## config.mk

```make
export PLATFORM = sky130hd
export DESIGN_NAME = uart_mode_router
export DESIGN_NICKNAME = d
export VERILOG_FILES = /design/src/rtl/uart_mode_pkg.sv /design/src/rtl/uart_tx_core.sv /design/src/rtl/uart_rx_core.sv /design/src/rtl/uart_mode_router.sv
export SDC_FILE = /design/constraint.sdc
export NUM_CORES = 1
export LEC_CHECK = 0
export ABC_CLOCK_PERIOD_IN_PS = 1800
export BUFFER_PORTS_ARGS = -buffer_cell sky130_fd_sc_hd__buf_2
export CORE_AREA = 5 5 85 87
export CTS_CLUSTER_DIAMETER = 40
export DETAILED_ROUTE_END_ITERATION = 16
export DIE_AREA = 0 0 90 92
export GPL_TIMING_DRIVEN = 1
export PLACE_DENSITY = 0.74
export SLEW_MARGIN = 20
export SYNTH_ARGS = -nofsm -noshare
export SYNTH_HDL_FRONTEND = slang
export SYNTH_SLANG_ARGS = --single-unit
```

## constraint.sdc

```tcl
create_clock -name clk -period 1.8 [get_ports clk]
set_input_delay 0.27 -clock clk [delete_from_list [all_inputs] [get_ports clk]]
set_output_delay 0.27 -clock clk [all_outputs]
set_load 0.02 [all_outputs]
```

## src/rtl/uart_mode_pkg.sv

```systemverilog
package uart_mode_pkg;

    localparam int CHAR_W = 8;
    localparam int OVS_RATE = 16;

    typedef enum logic [1:0] {
        MODE_NORMAL = 2'd0,
        MODE_ECHO   = 2'd1,
        MODE_LOCAL  = 2'd2,
        MODE_REMOTE = 2'd3
    } chan_mode_e;

    typedef enum logic [2:0] {
        RX_IDLE,
        RX_START,
        RX_DATA,
        RX_PAR,
        RX_STOP,
        RX_BRK
    } rx_state_e;

    typedef struct packed {
        logic par_err;
        logic frm_err;
        logic brk;
        logic ovr;
    } rx_flags_t;

    function automatic logic parity_of(input logic [CHAR_W-1:0] d, input logic odd);
        return (^d) ^ odd;
    endfunction

endpackage

```

## src/rtl/uart_tx_core.sv

```systemverilog
module uart_tx_core
    import uart_mode_pkg::*;
#(
    parameter int DATA_W = CHAR_W,
    parameter int OVS    = OVS_RATE
) (
    input  logic              clk,
    input  logic              rst,
    input  logic              tick,
    input  logic              en,
    input  logic              par_en,
    input  logic              par_odd,
    input  logic              wr,
    input  logic [DATA_W-1:0] wdata,
    output logic              txd,
    output logic              thr_full,
    output logic              busy
);
    localparam int CW = $clog2(OVS);
    localparam int FW = DATA_W + 3;
    localparam int BW = $clog2(FW + 1);
    localparam logic [CW-1:0] T_LAST = CW'(OVS - 1);

    logic [DATA_W-1:0] thr;
    logic [FW-1:0]     frame;
    logic [CW-1:0]     tcnt;
    logic [BW-1:0]     bcnt;
    logic [BW-1:0]     nbits;
    logic              pbit;

    assign nbits = par_en ? BW'(DATA_W + 3) : BW'(DATA_W + 2);
    assign pbit  = par_en ? parity_of(thr, par_odd) : 1'b1;
    assign txd   = frame[0];

    always_ff @(posedge clk) begin
        if (rst) begin
            thr      <= '0;
            thr_full <= 1'b0;
            frame    <= '1;
            tcnt     <= '0;
            bcnt     <= '0;
            busy     <= 1'b0;
        end else begin
            if (wr && !thr_full) begin
                thr      <= wdata;
                thr_full <= 1'b1;
            end
            if (!busy) begin
                if (tick && en && thr_full) begin
                    frame    <= {1'b1, pbit, thr, 1'b0};
                    thr_full <= 1'b0;
                    busy     <= 1'b1;
                    tcnt     <= '0;
                    bcnt     <= '0;
                end
            end else if (tick) begin
                if (tcnt == T_LAST) begin
                    tcnt  <= '0;
                    frame <= {1'b1, frame[FW-1:1]};
                    if (bcnt == nbits - BW'(1)) busy <= 1'b0;
                    else                        bcnt <= bcnt + BW'(1);
                end else begin
                    tcnt <= tcnt + CW'(1);
                end
            end
        end
    end

    // an idle shifter leaves the line marking
    assert_idle_mark_R2: assert property (@(posedge clk) disable iff (rst)
        !busy |-> txd);

    // an accepted write fills the holding register
    assert_thr_load_R2: assert property (@(posedge clk) disable iff (rst)
        (wr && !thr_full) |=> thr_full);

endmodule

```

## src/rtl/uart_rx_core.sv

```systemverilog
module uart_rx_core
    import uart_mode_pkg::*;
#(
    parameter int DATA_W = CHAR_W,
    parameter int OVS    = OVS_RATE
) (
    input  logic              clk,
    input  logic              rst,
    input  logic              tick,
    input  logic              run,
    input  logic              par_en,
    input  logic              par_odd,
    input  logic              rxd,
    input  logic              rd,
    output logic              rdy,
    output logic [DATA_W-1:0] data,
    output rx_flags_t         flags,
    output logic              busy
);
    localparam int CW = $clog2(OVS);
    localparam int IW = $clog2(DATA_W);
    localparam logic [CW-1:0] T_LAST = CW'(OVS - 1);
    localparam logic [CW-1:0] T_MID  = CW'(OVS / 2 - 1);

    rx_state_e         st;
    logic [CW-1:0]     cnt;
    logic [IW-1:0]     bidx;
    logic [DATA_W-1:0] sh;
    logic              pbit;
    logic              is_brk;

    assign busy   = (st != RX_IDLE);
    assign is_brk = !rxd && (sh == '0) && (!par_en || !pbit);

    always_ff @(posedge clk) begin
        if (rst) begin
            st    <= RX_IDLE;
            cnt   <= '0;
            bidx  <= '0;
            sh    <= '0;
            pbit  <= 1'b0;
            rdy   <= 1'b0;
            data  <= '0;
            flags <= '0;
        end else begin
            if (rd) begin
                rdy       <= 1'b0;
                flags.ovr <= 1'b0;
                flags.brk <= 1'b0;
            end
            if (!run) begin
                st <= RX_IDLE;
            end else if (tick) begin
                case (st)
                    RX_IDLE: if (!rxd) begin
                        st  <= RX_START;
                        cnt <= '0;
                    end
                    RX_START: if (cnt == T_MID) begin
                        st   <= rxd ? RX_IDLE : RX_DATA;
                        cnt  <= '0;
                        bidx <= '0;
                    end else cnt <= cnt + CW'(1);
                    RX_DATA: if (cnt == T_LAST) begin
                        cnt <= '0;
                        sh  <= {rxd, sh[DATA_W-1:1]};
                        if (bidx == IW'(DATA_W - 1)) st <= par_en ? RX_PAR : RX_STOP;
                        else                         bidx <= bidx + IW'(1);
                    end else cnt <= cnt + CW'(1);
                    RX_PAR: if (cnt == T_LAST) begin
                        cnt  <= '0;
                        pbit <= rxd;
                        st   <= RX_STOP;
                    end else cnt <= cnt + CW'(1);
                    RX_STOP: if (cnt == T_LAST) begin
                        cnt <= '0;
                        if (is_brk) begin
                            flags.brk <= 1'b1;
                            st        <= RX_BRK;
                        end else begin
                            data          <= sh;
                            rdy           <= 1'b1;
                            flags.ovr     <= (rdy && !rd) | (flags.ovr && !rd);
                            flags.par_err <= par_en && (pbit != parity_of(sh, par_odd));
                            flags.frm_err <= !rxd;
                            st            <= RX_IDLE;
                        end
                    end else cnt <= cnt + CW'(1);
                    RX_BRK: if (rxd) st <= RX_IDLE;
                    default: st <= RX_IDLE;
                endcase
            end
        end
    end

    // overrun only rises when an unread character was pending
    assert_ovr_pending_R5: assert property (@(posedge clk) disable iff (rst)
        $rose(flags.ovr) |-> $past(rdy));

    // the data phase is entered only after a low mid-start sample
    assert_start_mid_R4: assert property (@(posedge clk) disable iff (rst)
        (st == RX_DATA && $past(st) == RX_START) |-> $past(!rxd));

    // a break never hands a character to the host
    assert_brk_silent_R7: assert property (@(posedge clk) disable iff (rst)
        (st == RX_BRK) |=> !$rose(rdy));

endmodule

```

## src/rtl/uart_mode_router.sv

```systemverilog
module uart_mode_router
    import uart_mode_pkg::*;
#(
    parameter int DATA_W = CHAR_W,
    parameter int OVS    = OVS_RATE
) (
    input  logic              clk,
    input  logic              rst,
    input  logic [1:0]        mode_sel,
    input  logic              tx_en,
    input  logic              rx_en,
    input  logic              par_en,
    input  logic              par_odd,
    input  logic              tx_tick,
    input  logic              rx_tick,
    input  logic              host_wr,
    input  logic [DATA_W-1:0] host_wdata,
    input  logic              host_rd,
    output logic [DATA_W-1:0] rx_data,
    output logic              tx_rdy,
    output logic              tx_empty,
    output logic              rx_rdy,
    output logic              par_err,
    output logic              frm_err,
    output logic              brk_flag,
    output logic              ovr_err,
    input  logic              line_rx,
    output logic              line_tx
);
    chan_mode_e mode_q;
    logic       host_path, is_remote, is_local;
    logic       tx_out, thr_full, tx_busy;
    logic       rx_busy, rx_run, rx_tick_sel, rx_in, rx_rdy_i;
    rx_flags_t  rx_fl;
    logic       echo_q, rem_q;

    always_ff @(posedge clk) begin
        if (rst)                      mode_q <= MODE_NORMAL;
        else if (!tx_busy && !rx_busy) mode_q <= chan_mode_e'(mode_sel);
    end

    assign is_remote   = (mode_q == MODE_REMOTE);
    assign is_local    = (mode_q == MODE_LOCAL);
    assign host_path   = (mode_q == MODE_NORMAL) || is_local;
    assign rx_run      = is_local ? 1'b1 : (is_remote ? 1'b0 : rx_en);
    assign rx_tick_sel = is_local ? tx_tick : rx_tick;
    assign rx_in       = is_local ? tx_out : line_rx;

    uart_tx_core #(.DATA_W(DATA_W), .OVS(OVS)) u_tx (
        .clk      (clk),
        .rst      (rst),
        .tick     (tx_tick),
        .en       (tx_en),
        .par_en   (par_en),
        .par_odd  (par_odd),
        .wr       (host_wr && host_path),
        .wdata    (host_wdata),
        .txd      (tx_out),
        .thr_full (thr_full),
        .busy     (tx_busy)
    );

    uart_rx_core #(.DATA_W(DATA_W), .OVS(OVS)) u_rx (
        .clk     (clk),
        .rst     (rst),
        .tick    (rx_tick_sel),
        .run     (rx_run),
        .par_en  (par_en),
        .par_odd (par_odd),
        .rxd     (rx_in),
        .rd      (host_rd && !is_remote),
        .rdy     (rx_rdy_i),
        .data    (rx_data),
        .flags   (rx_fl),
        .busy    (rx_busy)
    );

    always_ff @(posedge clk) begin
        if (rst) begin
            echo_q <= 1'b1;
            rem_q  <= 1'b1;
        end else begin
            echo_q <= line_rx;
            if (rx_tick) rem_q <= line_rx;
        end
    end

    always_comb begin
        case (mode_q)
            MODE_ECHO:   line_tx = echo_q;
            MODE_LOCAL:  line_tx = 1'b1;
            MODE_REMOTE: line_tx = rem_q;
            default:     line_tx = tx_out;
        endcase
    end

    assign tx_rdy   = host_path && !thr_full;
    assign tx_empty = host_path && !thr_full && !tx_busy;
    assign rx_rdy   = rx_rdy_i      && !is_remote;
    assign par_err  = rx_fl.par_err && !is_remote;
    assign frm_err  = rx_fl.frm_err && !is_remote;
    assign brk_flag = rx_fl.brk     && !is_remote;
    assign ovr_err  = rx_fl.ovr     && !is_remote;

    // the mode register only moves while both directions are idle
    assert_mode_gate_R1: assert property (@(posedge clk) disable iff (rst)
        (mode_q != $past(mode_q)) |-> $past(!tx_busy && !rx_busy));

    // echo hides the transmitter from the host
    assert_echo_txstat_R8: assert property (@(posedge clk) disable iff (rst)
        (mode_q == MODE_ECHO) |-> (!tx_rdy && !tx_empty));

    // remote loopback reports nothing to the host
    assert_remote_quiet_R11: assert property (@(posedge clk) disable iff (rst)
        is_remote |-> !(rx_rdy || par_err || frm_err || brk_flag || ovr_err || tx_rdy));

endmodule

```

==> results.yml <==
outcome:
  violations: "setup timing"
  run_status: "finished, violations left"
logic_synthesis:
  synth.area.top_cells: "dfxtp_1 40%, mux2i_1 9.9%, nand2_1 4.6%"
  synth_compound_area_frac: 0.135
  syn_avg_cell_area_um2: 8.55
  synth_xor_area_frac: 0.0407
  synth.cells.most_frequent: "64 x dfxtp_1, 40 x nand2_1, 38 x nor2_1"
  synth_edf_count: 0
  synth_top_cell_area_share: 0.396
  synthAdderAreaFrac: 0.0348
  syn_inst: 378
  synth_top_area_cell: "dfxtp_1"
  synth_area_um2: 3230
  syn_nets: 408
  ys.flop_type: "dfxtp_1"
  yosys_warnings: 0
  synthDistinctLibCells: 54
  synth.most_common_cell: "dfxtp_1"
  ys_seq_elements: 64
  async_flop_share: 0
  seq_area_frac_synth: 0.396
  synth_mux_area_frac: 0.104
  yosys.area_share.simple: 0.242
  synth_top_family_by_area: "simple AND/OR/NAND/NOR gates"
clocking:
  clock_latency_ns: 0.34
  cts_sinks: 64
  clk_path_buf_depth: 2
  cts_htree_levels: 3
  post_cts_buffers: 0
  hold_buffers: 0
  cts_tree: "yes"
  cts_root_buf: "clkbuf_8"
  cts_buffers: 9
  clk_pin_slew_ns: 0.07
detailed_routing:
  vias: 2767
  drt_first_pass_iters: 4
  dr_wl_met3_um: 272
  wl_um: 6980
  top_layer_used: "met4"
  vias_per_cell: 5.38
  met2WireLength_um: 3210
  drc: 0
  antenna_left: 0
  wl_met1_um: 3410
  initialDrtViolationCount: 142
  routedWlPerCell_um: 13.6
placement:
  post-place-ws_ns: -0.0342
  gp_congestion: 0.855
  placed_cells: 498
  dpl.hpwl_um: 4930
  io_buffers: 36
floorplanning:
  rows: 29
  core_region_area_um2: 6280
  ios: 37
  die_area_um2: 8280
  fp.dieW_um: 90
  die_h_um: 92
  start_util: 0.515
critical_path:
  crit_fanout: 2
  crit_arrival_ns: 2.12
  cp-start-kind: "flop"
  worst-setup-path-type: "flop to flop"
  critPathCaptureType: "flop"
  worstPathRequired_ns: 2.07
cells_and_area:
  instances_no_fill: 514
  multi_input_area_um2: 1880
  nets: 462
  fillers: 541
  seq_area_um2: 1290
  antenna_cells: 0
  drive_gt1_frac: 0.236
  syn_to_final_growth_pct: 20.7
timing:
  finalCritPeriodShare: 1.03
  period_minus_slack_ns: 1.85
  max-slew-margin-rel: 0.639
  slew_viol_final: 0
  setup_slack_ns: -0.0524
  fmax_mhz: 540
  setup_viol: 1
  finClkSkew_ns: 0.00765
  rsz0062_at_grt: "yes"
  hold_viol_final: 0
  worstMarginPinSlew_ns: 0.536
global_routing:
  grt_max_degree: 43
  gr-total-overflow: 0
  antenna_found_initial: 0
  grt_usage: 0.168
  grt_pass1_wl_um: 11600
  grt_pass1_vias: 2492
pwr:
  peakVddDrop_uv: 430
  p_per_area_nw_per_um2: 743
  leakagePower_nw: 1.51
min_path:
  hold_path_class: "primary input to flop"
run:
  cap_viol_max_count: 0
-- routing by layer --
layer | vias to the layer above | global-route usage
met5 | - | 0
met4 | 0 | 0.0695
met3 | 9 | 0.0409
met2 | 43 | 0.261
met1 | 1299 | 0.225
li1 | 1416 | -
-- final timing paths --
path | startpoint | endpoint | slack (ns) | cells after the start
max | u_tx.frame[0] | u_rx.st[2] | -0.05 | 5
min | mode_sel[0] | mode_q[0] | 0.16 | 3
max reg2reg | u_tx.frame[0] | u_rx.st[2] | -0.05 | 5
min reg2reg | u_rx.rdy | u_rx.rdy | 0.46 | 2
-- what timing repair did --
item / 4_1_cts / 5_1_grt
resized for setup: 1 / 21
setup endpoints to repair: 2 / 29
pin swaps: 0 / 6
hold endpoints to repair: 0 / 0
-- per-stage QoR --
step	TNS (ns)	area [µm²]	total power [W]	utilization	hold slack, ns
after floorplan	0	3250	0.00173	-	0.377
after global routing	-0.486	3900	0.00303	0.621	0.157
after detailed placement	-0.0342	3650	0.00185	0.582	0.452
final	-0.0524	3900	0.00290	0.621	0.165
after global placement	0	3650	0.00184	0.582	0.438
after CTS	-0.0414	3820	0.00292	0.609	0.151
-- critical path: stages (launching register included) --
cell and delay (ns):
dfxtp_1 0.31, or4b_1 0.51, o311a_1 0.17, a211oi_2 0.19, or4b_1 0.45, a21boi_1 0.15
-- state kept, by name, summed over array words and instances (netlist names) --
register	count
u_tx.thr_full	1
rem_q	1
u_rx.flags	4
u_rx.data	8
u_rx.sh	8
u_rx.rdy	1
u_tx.tcnt	4
mode_q	2
u_rx.st	3
u_rx.cnt	4
u_rx.bidx	3
u_rx.pbit	1
u_tx.frame	10
u_tx.busy	1
u_tx.thr	8
u_tx.bcnt	4
echo_q	1
-- kinds of logic after synthesis --
logic type / count (synthesis)
xor+xnor: 15
simple gates: 153
flops: 64
buf+inv: 36
mux: 33
compound gates: 68
fa+ha+maj: 9
-- cells in the final DEF (no fill, tap or decap), types with 2 or more instances in the layout --
| master | count |
|---|---|
| mux2i_1 | 32 |
| nor4_1 | 3 |
| nand2b_1 | 15 |
| xnor2_1 | 13 |
| o21ai_0 | 16 |
| or3b_1 | 2 |
| nand4_1 | 4 |
| and2_1 | 11 |
| o21a_1 | 2 |
| a31oi_1 | 3 |
| ha_1 | 5 |
| nand4b_1 | 2 |
| nand3b_1 | 6 |
| clkinv_2 | 2 |
| ha_2 | 2 |
| dfxtp_2 | 6 |
| buf_4 | 24 |
| dfxtp_1 | 58 |
| nor2b_1 | 3 |
| nand3_1 | 9 |
| a211oi_2 | 3 |
| inv_1 | 16 |
| a21oi_2 | 2 |
| buf_2 | 36 |
| or4b_1 | 2 |
| a21oi_1 | 24 |
| ha_4 | 2 |
| nand2_1 | 40 |
| nor2_1 | 38 |
| clkbuf_1 | 3 |
| clkbuf_8 | 10 |
| buf_12 | 2 |
| a211oi_1 | 2 |
| nor3_1 | 5 |
| or3_1 | 2 |
| xor2_1 | 2 |
-- power by group --
group / leakage, nW / switching [W] / total [W] / internal [W]
combinational: 0.902 / 0.000188 / 0.000348 / 0.000159
clock: 0.0834 / 0.000540 / 0.00107 / 0.000534
sequential: 0.522 / 0.0000277 / 0.00148 / 0.00145
-- area by class of cell --
class | count | area share
Multi-Input combinational cell | 278 | 0.481
Sequential cell | 64 | 0.330
Timing Repair Buffer | 63 | 0.106
Clock buffer | 13 | 0.0382
Tap cell | 77 | 0.0247
Inverter | 16 | 0.0154
Clock inverter | 3 | 0.00449
Note: power is estimated with default switching activity, not from simulation.
